### src/rtl/sync_select_net.sv
module sync_select_net #(
  parameter int NUM_TGT = 8,
  parameter int CNT_W   = 8,
  parameter int ADDR_W  = 4,
  parameter logic [CNT_W-1:0] PERIOD_RST = '1
) (
  input  logic              clk,
  input  logic              rst,
  input  logic [3:0]        sync_in,
  input  logic              wr_en,
  input  logic [ADDR_W-1:0] wr_addr,
  input  logic [CNT_W-1:0]  wr_data,
  output logic [NUM_TGT-1:0] sync_stb,
  output logic              sync_out_pin
);
  localparam logic [ADDR_W-1:0] A_PERIOD = ADDR_W'(NUM_TGT);
  localparam logic [ADDR_W-1:0] A_SHOT   = ADDR_W'(NUM_TGT + 1);
  localparam logic [2:0] CODE_OFF = 3'b110;

  logic [3:0]               pin_q;
  logic [NUM_TGT-1:0][2:0]  sel_q;
  logic [CNT_W-1:0]         cnt_q, period_q;
  logic                     shot_q;
  logic                     tc;
  logic [7:0]               src;

  assign tc  = (cnt_q == period_q);
  assign src = {1'b1, 1'b0, shot_q, tc, pin_q};
  assign sync_out_pin = sync_stb[1];

  always_ff @(posedge clk) begin
    if (rst) begin
      pin_q    <= '0;
      shot_q   <= 1'b0;
      period_q <= PERIOD_RST;
      cnt_q    <= '0;
    end else begin
      pin_q  <= sync_in;
      shot_q <= wr_en && (wr_addr == A_SHOT) && wr_data[0];
      if (wr_en && wr_addr == A_PERIOD)
        period_q <= wr_data;
      if (sync_stb[0])
        cnt_q <= '0;
      else if (cnt_q >= period_q)
        cnt_q <= '0;
      else
        cnt_q <= cnt_q + 1'b1;
    end
  end

  for (genvar i = 0; i < NUM_TGT; i++) begin : g_tgt
    always_ff @(posedge clk) begin
      if (rst) begin
        sel_q[i]    <= CODE_OFF;
        sync_stb[i] <= 1'b0;
      end else begin
        if (wr_en && wr_addr == ADDR_W'(i))
          sel_q[i] <= wr_data[2:0];
        sync_stb[i] <= src[sel_q[i]];
      end
    end
  end
endmodule


### config.mk
export PLATFORM = sky130hd
export DESIGN_NAME = sync_select_net
export DESIGN_NICKNAME = d
export VERILOG_FILES = /design/src/rtl/sync_select_net.sv
export SDC_FILE = /design/constraint.sdc
export NUM_CORES = 1
export LEC_CHECK = 0
export CAP_MARGIN = 20
export CORE_MARGIN = 2
export CORE_UTILIZATION = 50
export DETAILED_ROUTE_END_ITERATION = 12
export PLACE_DENSITY_LB_ADDON = 0.05
export REMOVE_ABC_BUFFERS = 1
export SETUP_SLACK_MARGIN = 0.5
export SYNTH_ARGS = -nofsm -noshare
export SYNTH_HDL_FRONTEND = slang
export SYNTH_SLANG_ARGS = --single-unit
### constraint.sdc
create_clock -name clk -period 1.5 [get_ports clk]
set_input_delay 0.375 -clock clk [delete_from_list [all_inputs] [get_ports clk]]
set_output_delay 0.375 -clock clk [all_outputs]
set_load 0.01 [all_outputs]
# After elaboration in Yosys (flattened, before gate mapping)
# Index checks and enable logic that the tools add are counted.
[totals] inputBits=19 register_bits=53 elab_cells=69
[op_classes] n_mux=16 add_sub_neg=1 magnitude_cmp=9 eq_ne=10 n_reduce_logical=13
[op_table] operator="$lt A3 B4 Y1 const B" n=8
[op_table] operator="$bmux W1 S3" n=8
[op_table] operator="$eq A4 B3 Y1 const B" n=4
[op_table] operator="$logic_and A1 B1 Y1" n=11
[op_table] operator="$add A8 B1 Y8 const B" n=1
[op_table] operator="$eq A4 B2 Y1 const B" n=2
[op_table] operator="$eq A4 B4 Y1 const B" n=2
[op_table] operator="$eq A8 B8 Y1" n=1
[op_table] operator="$ge A8 B8 Y1" n=1
[op_table] operator="$mux W1" n=8
[op_table] operator="$eq A4 B1 Y1 const B" n=1
[op_table] operator="$logic_not A4 Y1" n=1
[op_table] operator="$reduce_or A3 Y1" n=1

# Depth between registers and ports, before layout
# Gate-level depths: netlist of the first run.
[logic_depth] word_depth=3 ltp_mapped=7 ltp_nobuf=6

# Worst setup path after synthesis of the first run
# No wires, ideal clock.
[synth_timing] kind="reg-to-reg" from="register cnt_q[0]" to="register cnt_q[2]" path_slack_ns=-0.152 setup_time_ns=0.146 period_less_slack_ns=1.652 stages_incl_launch_ff=7 arrival_ns=1.507 cell_sequence="dfxtp_1 -> inv_1 -> ha_1 -> nand2b_1 -> a2111oi_0 -> o31ai_1 -> nor2_1"
[synth_between] elab_chain_cells=2 word_cells_on_any_way=3
[synth_lines] item="from (decl)" line="22" source="logic [CNT_W-1:0] cnt_q, period_q;"
[synth_lines] item="from (signal assigned)" line="47" source="cnt_q <= cnt_q + 1'b1;"
[synth_lines] item="$ge A8 B8 Y1" line="44" source="else if (cnt_q >= period_q)"
[synth_lines] item="$reduce_or A3 Y1 (no line)"
# Several ways; a longest one is shown, not always the timed one.
# A chain may end at the register's enable or synchronous reset.

# Worst setup path in the final report of the first run
[layout_timing] from="register period_q[7]" to="register sync_stb[5]"
[layout_between] elab_chain_cells=3
[layout_lines] item="from (decl)" line="22"
[layout_lines] item="from (signal assigned)" line="41" source="period_q <= wr_data;"
[layout_lines] item="$eq A8 B8 Y1" line="27" source="assign tc = (cnt_q == period_q);"
[layout_lines] item="$bmux W1 S3" line="59" source="sync_stb[i] <= src[sel_q[i]];"
[layout_lines] item="$mux W1 (not written as such)" line="59"
[layout_lines] item="to (signal, indexed assignment)" line="59"
[layout_lines] item="to (decl)" line="13" source="output logic [NUM_TGT-1:0] sync_stb,"
# No other way between the ends. The select of a mux whose other input is x is not followed.

==> results of run 1 <==
registers in the layout, indices dropped and copies added (netlist names):
name and count:
sync_out_pin 1, cnt_q 8, sel_q 24, shot_q 1
pin_q 4, sync_stb 7, period_q 8
per-layer routing:
metal / vias up / share of wire (%) / global-route usage [%] / routed length [um]
met5: - / 0 / 0 / 0
met4: 0 / 0.78 / 6.67 / 44
met3: 5 / 4.7 / 5.62 / 267
met2: 48 / 51 / 39.0 / 2880
met1: 961 / 43 / 25.7 / 2440
li1: 997 / - / - / -
layout make-up:
cell class	instances	area, um^2
Clock buffer	7	76.3
Inverter	11	45.0
Multi-Input combinational cell	170	1400
Tap cell	54	67.6
Sequential cell	53	1070
Clock inverter	1	7.51
Timing Repair Buffer	63	623
Fill cell	354	1400
Yosys cell counts (2+ instances only):
| cell | number | area [um^2] |
|---|---|---|
| nor2b_1 | 8 | 50.1 |
| nand2_1 | 23 | 86.3 |
| nor2_1 | 27 | 101 |
| and3_1 | 3 | 18.8 |
| nand3b_1 | 2 | 15.0 |
| o21ai_0 | 10 | 50.1 |
| buf_2 | 4 | 20.0 |
| ha_1 | 9 | 113 |
| nor3b_2 | 3 | 37.5 |
| o311a_1 | 8 | 80.1 |
| nand2b_1 | 2 | 12.5 |
| nor3_1 | 8 | 40.0 |
| a21oi_1 | 3 | 15.0 |
| inv_1 | 10 | 37.5 |
| a2111oi_0 | 2 | 17.5 |
| o21a_1 | 2 | 15.0 |
| mux2i_1 | 20 | 200 |
| a211o_1 | 5 | 43.8 |
| nand3_1 | 9 | 45.0 |
| nand4_1 | 2 | 12.5 |
| o211ai_1 | 3 | 22.5 |
| clkbuf_1 | 6 | 22.5 |
| mux4_2 | 8 | 180 |
| dfxtp_1 | 53 | 1060 |
| or3_1 | 2 | 12.5 |
| xor2_1 | 5 | 43.8 |
final timing paths:
kind,from,to,slack [ns]
max,period_q[7],sync_stb[5],-0.16
min,wr_addr[1],sel_q[14],0.42
max reg2reg,period_q[7],sync_stb[5],-0.16
min reg2reg,period_q[4],period_q[4],0.47
logic make-up after synthesis:
logic type / after synthesis / share of synthesized area (%)
simple gates: 93 / 19.7
flops: 53 / 43.7
compound gates: 34 / 10.4
mux: 28 / 15.7
buf+inv: 22 / 3.76
fa+ha+maj: 9 / 4.64
xor+xnor: 6 / 2.16
power breakdown:
group | leakage, nW | switching (mW) | internal [mW] | total (mW)
combinational | 0.986 | 0.140 | 0.195 | 0.335
sequential | 0.431 | 0.0332 | 1.44 | 1.47
clock | 0.0385 | 0.454 | 0.331 | 0.786
total | 1.46 | 0.627 | 1.96 | 2.59
per-stage QoR:
step	total power, mW	hold slack (ns)
floorplan	1.61	0.444
global placement	1.78	0.455
detailed placement	1.79	0.460
CTS	2.60	0.395
global route	2.70	0.431
finish	2.59	0.417
repair_timing:
action,4_1_cts,5_1_grt
buffers inserted,4,1
pin swaps,28,14
setup endpoints to repair,62,52
resized for setup,109,18
cloned,1,0
critical path: stages (launching register included):
cell	delay (ns)
dfxtp_2	0.34
inv_2	0.04
ha_4	0.26
nand4_1	0.13
or2_4	0.34
o311a_1	0.31
nor3_2	0.15
cells in the final DEF, fill, tap and decap left out, drive strengths merged, types with 2 or more instances in the layout:
cell type	count
mux4	8
nand2b	2
nor3b	3
a21oi	3
dfxtp	53
nand4	2
o21a	2
buf	49
o21ai	10
a2111oi	2
nor3	8
o311a	8
nand2	23
xor2	5
or3	2
and3	3
clkinvlp	2
ha	9
clkdlybuf4s50	11
inv	10
clkbuf	7
a211o	5
nor2	27
o211ai	3
mux2i	20
nor2b	8
nand3	10
nand3b	3
==> report_table.html, run 1 <==
<table>
<tr><th>Metric</th><th>Value</th></tr>
<tr><th colspan="2">Logic synthesis</th></tr>
<tr><td>Synth Cell Area</td><td>2430 um^2</td></tr>
<tr><td>Number of instances in the synthesized netlist</td><td>245</td></tr>
<tr><td>Average instance area after synthesis</td><td>9.91 um^2</td></tr>
<tr><td>YS warnings</td><td>0</td></tr>
<tr><td>Most used flip-flop cell after synthesis</td><td>dfxtp_1</td></tr>
<tr><td>Share of the yosys chip area belonging to registers</td><td>43.7%</td></tr>
<tr><td>Number of enable flip-flop cells after synthesis</td><td>0</td></tr>
<tr><td>FFs w/ async S/R, synth</td><td>0%</td></tr>
<tr><td>Synthesized flop and latch total</td><td>53</td></tr>
<tr><td>Distinct cells, synth</td><td>34</td></tr>
<tr><th colspan="2">Worst setup path</th></tr>
<tr><td>R2R depth</td><td>6</td></tr>
<tr><td>Required time at the worst-slack endpoint</td><td>1.72 ns</td></tr>
<tr><td>Arrival time of data at the critical path endpoint</td><td>1.88 ns</td></tr>
<tr><td>Peak fanout along the critical path</td><td>8</td></tr>
<tr><td>Endpoint type of the worst setup path</td><td>flip-flop</td></tr>
<tr><td>Crit Path Category</td><td>flip-flop to flip-flop</td></tr>
<tr><td>Critical path startpoint category</td><td>flip-flop</td></tr>
<tr><th colspan="2">Clocking</th></tr>
<tr><td>Clock network latency to the later pin of the worst-skew pair</td><td>0.30 ns</td></tr>
<tr><td>Total CTS buffers</td><td>5</td></tr>
<tr><td>Number of H-tree levels</td><td>2</td></tr>
<tr><td>Clock tree from TritonCTS</td><td>built</td></tr>
<tr><td>Hold-fix buffers, CTS</td><td>0</td></tr>
<tr><td>Sink Count</td><td>53</td></tr>
<tr><td>Root buffer selected by CTS</td><td>clkbuf_8</td></tr>
<tr><td>Clock edge transition at the registers on the reported setup and hold paths</td><td>0.09 ns</td></tr>
<tr><td>Clock Tree Buf Depth</td><td>2</td></tr>
<tr><th colspan="2">Layout</th></tr>
<tr><td>Number of antenna diodes</td><td>0</td></tr>
<tr><td>Final net count</td><td>332</td></tr>
<tr><td>Fraction of final layout cells sized beyond drive strength 1</td><td>33.4%</td></tr>
<tr><td>Synthesis-to-finish area growth</td><td>35.6%</td></tr>
<tr><td>Final cell count without fillers</td><td>359</td></tr>
<tr><td>Core utilization of the finished layout</td><td>70.2%</td></tr>
<tr><td>Post-route cell area</td><td>3290 um^2</td></tr>
<tr><th colspan="2">Job</th></tr>
<tr><td>Max-cap violations</td><td>0</td></tr>
<tr><th colspan="2">STA</th></tr>
<tr><td>Number of endpoints with negative hold slack in the final report</td><td>0</td></tr>
<tr><td>Skew final</td><td>0.00461 ns</td></tr>
<tr><td>Setup violation total in the final timing report</td><td>16</td></tr>
<tr><td>Total Negative Setup Slacks</td><td>-1.51 ns</td></tr>
<tr><td>Worst Slack Setup Final</td><td>-0.156 ns</td></tr>
<tr><td>Setup repair after global routing missed its margin</td><td>yes</td></tr>
<tr><td>Worst-case headroom to the max-slew limit</td><td>74.2%</td></tr>
<tr><td>Final critical path time including I/O delays and setup</td><td>1.66 ns</td></tr>
<tr><td>Final Slew Violations</td><td>0</td></tr>
<tr><td>Slew @ Worst Pin</td><td>0.387 ns</td></tr>
<tr><td>Ratio of final minimum period to clock period</td><td>110%</td></tr>
<tr><td>Upper clock frequency limit</td><td>604 MHz</td></tr>
<tr><th colspan="2">Die</th></tr>
<tr><td>Standard-cell rows</td><td>25</td></tr>
<tr><td>Chip width</td><td>73.7 um</td></tr>
<tr><td>Core Region</td><td>4690 um^2</td></tr>
<tr><td>Height of the die</td><td>73.7 um</td></tr>
<tr><td>Initial Utilization</td><td>51.7%</td></tr>
<tr><td>Total die area</td><td>5430 um^2</td></tr>
<tr><td>IO Count</td><td>28</td></tr>
<tr><th colspan="2">Place</th></tr>
<tr><td>IO buf count</td><td>27</td></tr>
<tr><td>GPL Wtd Cong</td><td>0.870</td></tr>
<tr><td>Post-placement worst setup slack</td><td>-0.452 ns</td></tr>
<tr><td>Hpwl dp</td><td>3.71 mm</td></tr>
<tr><td>Cell area after placement</td><td>2950 um^2</td></tr>
<tr><td>Placed instance count</td><td>345</td></tr>
<tr><th colspan="2">Run status</th></tr>
<tr><td>Failing checks</td><td>negative setup slack</td></tr>
<tr><td>Status</td><td>finished, violations left</td></tr>
<tr><th colspan="2">Route</th></tr>
<tr><td>Drt initial violations</td><td>55</td></tr>
<tr><td>Detail-routed net length per standard cell</td><td>15.7 um</td></tr>
<tr><td>Detail-routed via count per cell</td><td>5.60</td></tr>
<tr><td>Remaining antenna violation count after routing</td><td>0</td></tr>
<tr><td>Via count</td><td>2011</td></tr>
<tr><td>DRC errors left</td><td>0</td></tr>
<tr><td>Number of detailed-route iterations in the first pass</td><td>4</td></tr>
<tr><td>Post-detailed-routing wire length</td><td>5.63 mm</td></tr>
<tr><th colspan="2">Global routing</th></tr>
<tr><td>Number of global-route vias before repair</td><td>1994</td></tr>
<tr><td>Global routing usage summed across all routing layers</td><td>21.9%</td></tr>
<tr><td>Antenna violations before repair</td><td>0</td></tr>
<tr><td>Remaining global-route overflow</td><td>0</td></tr>
<tr><td>Pin count of the biggest net entering global routing</td><td>16</td></tr>
<tr><td>Wire length of the first global-routing pass</td><td>9.16 mm</td></tr>
<tr><th colspan="2">Power and ir drop</th></tr>
<tr><td>Largest voltage drop on the vdd net</td><td>0.449 mV</td></tr>
<tr><td>Static leakage power</td><td>1.46 nW</td></tr>
<tr><td>Power density cells</td><td>787 nW/um^2</td></tr>
<tr><th colspan="2">Worst hold path</th></tr>
<tr><td>Hold Crit Depth</td><td>3</td></tr>
<tr><td>Worst hold path type</td><td>input port to flip-flop</td></tr>
</table>
No activity file was read; power rests on OpenSTA's default activity.
==> run 2, diff against run 1 <==
- CAP_MARGIN: 20 -> 10
==> results of run 2 <==
The final DEF is identical to that of run 1; final timing and power are the same.
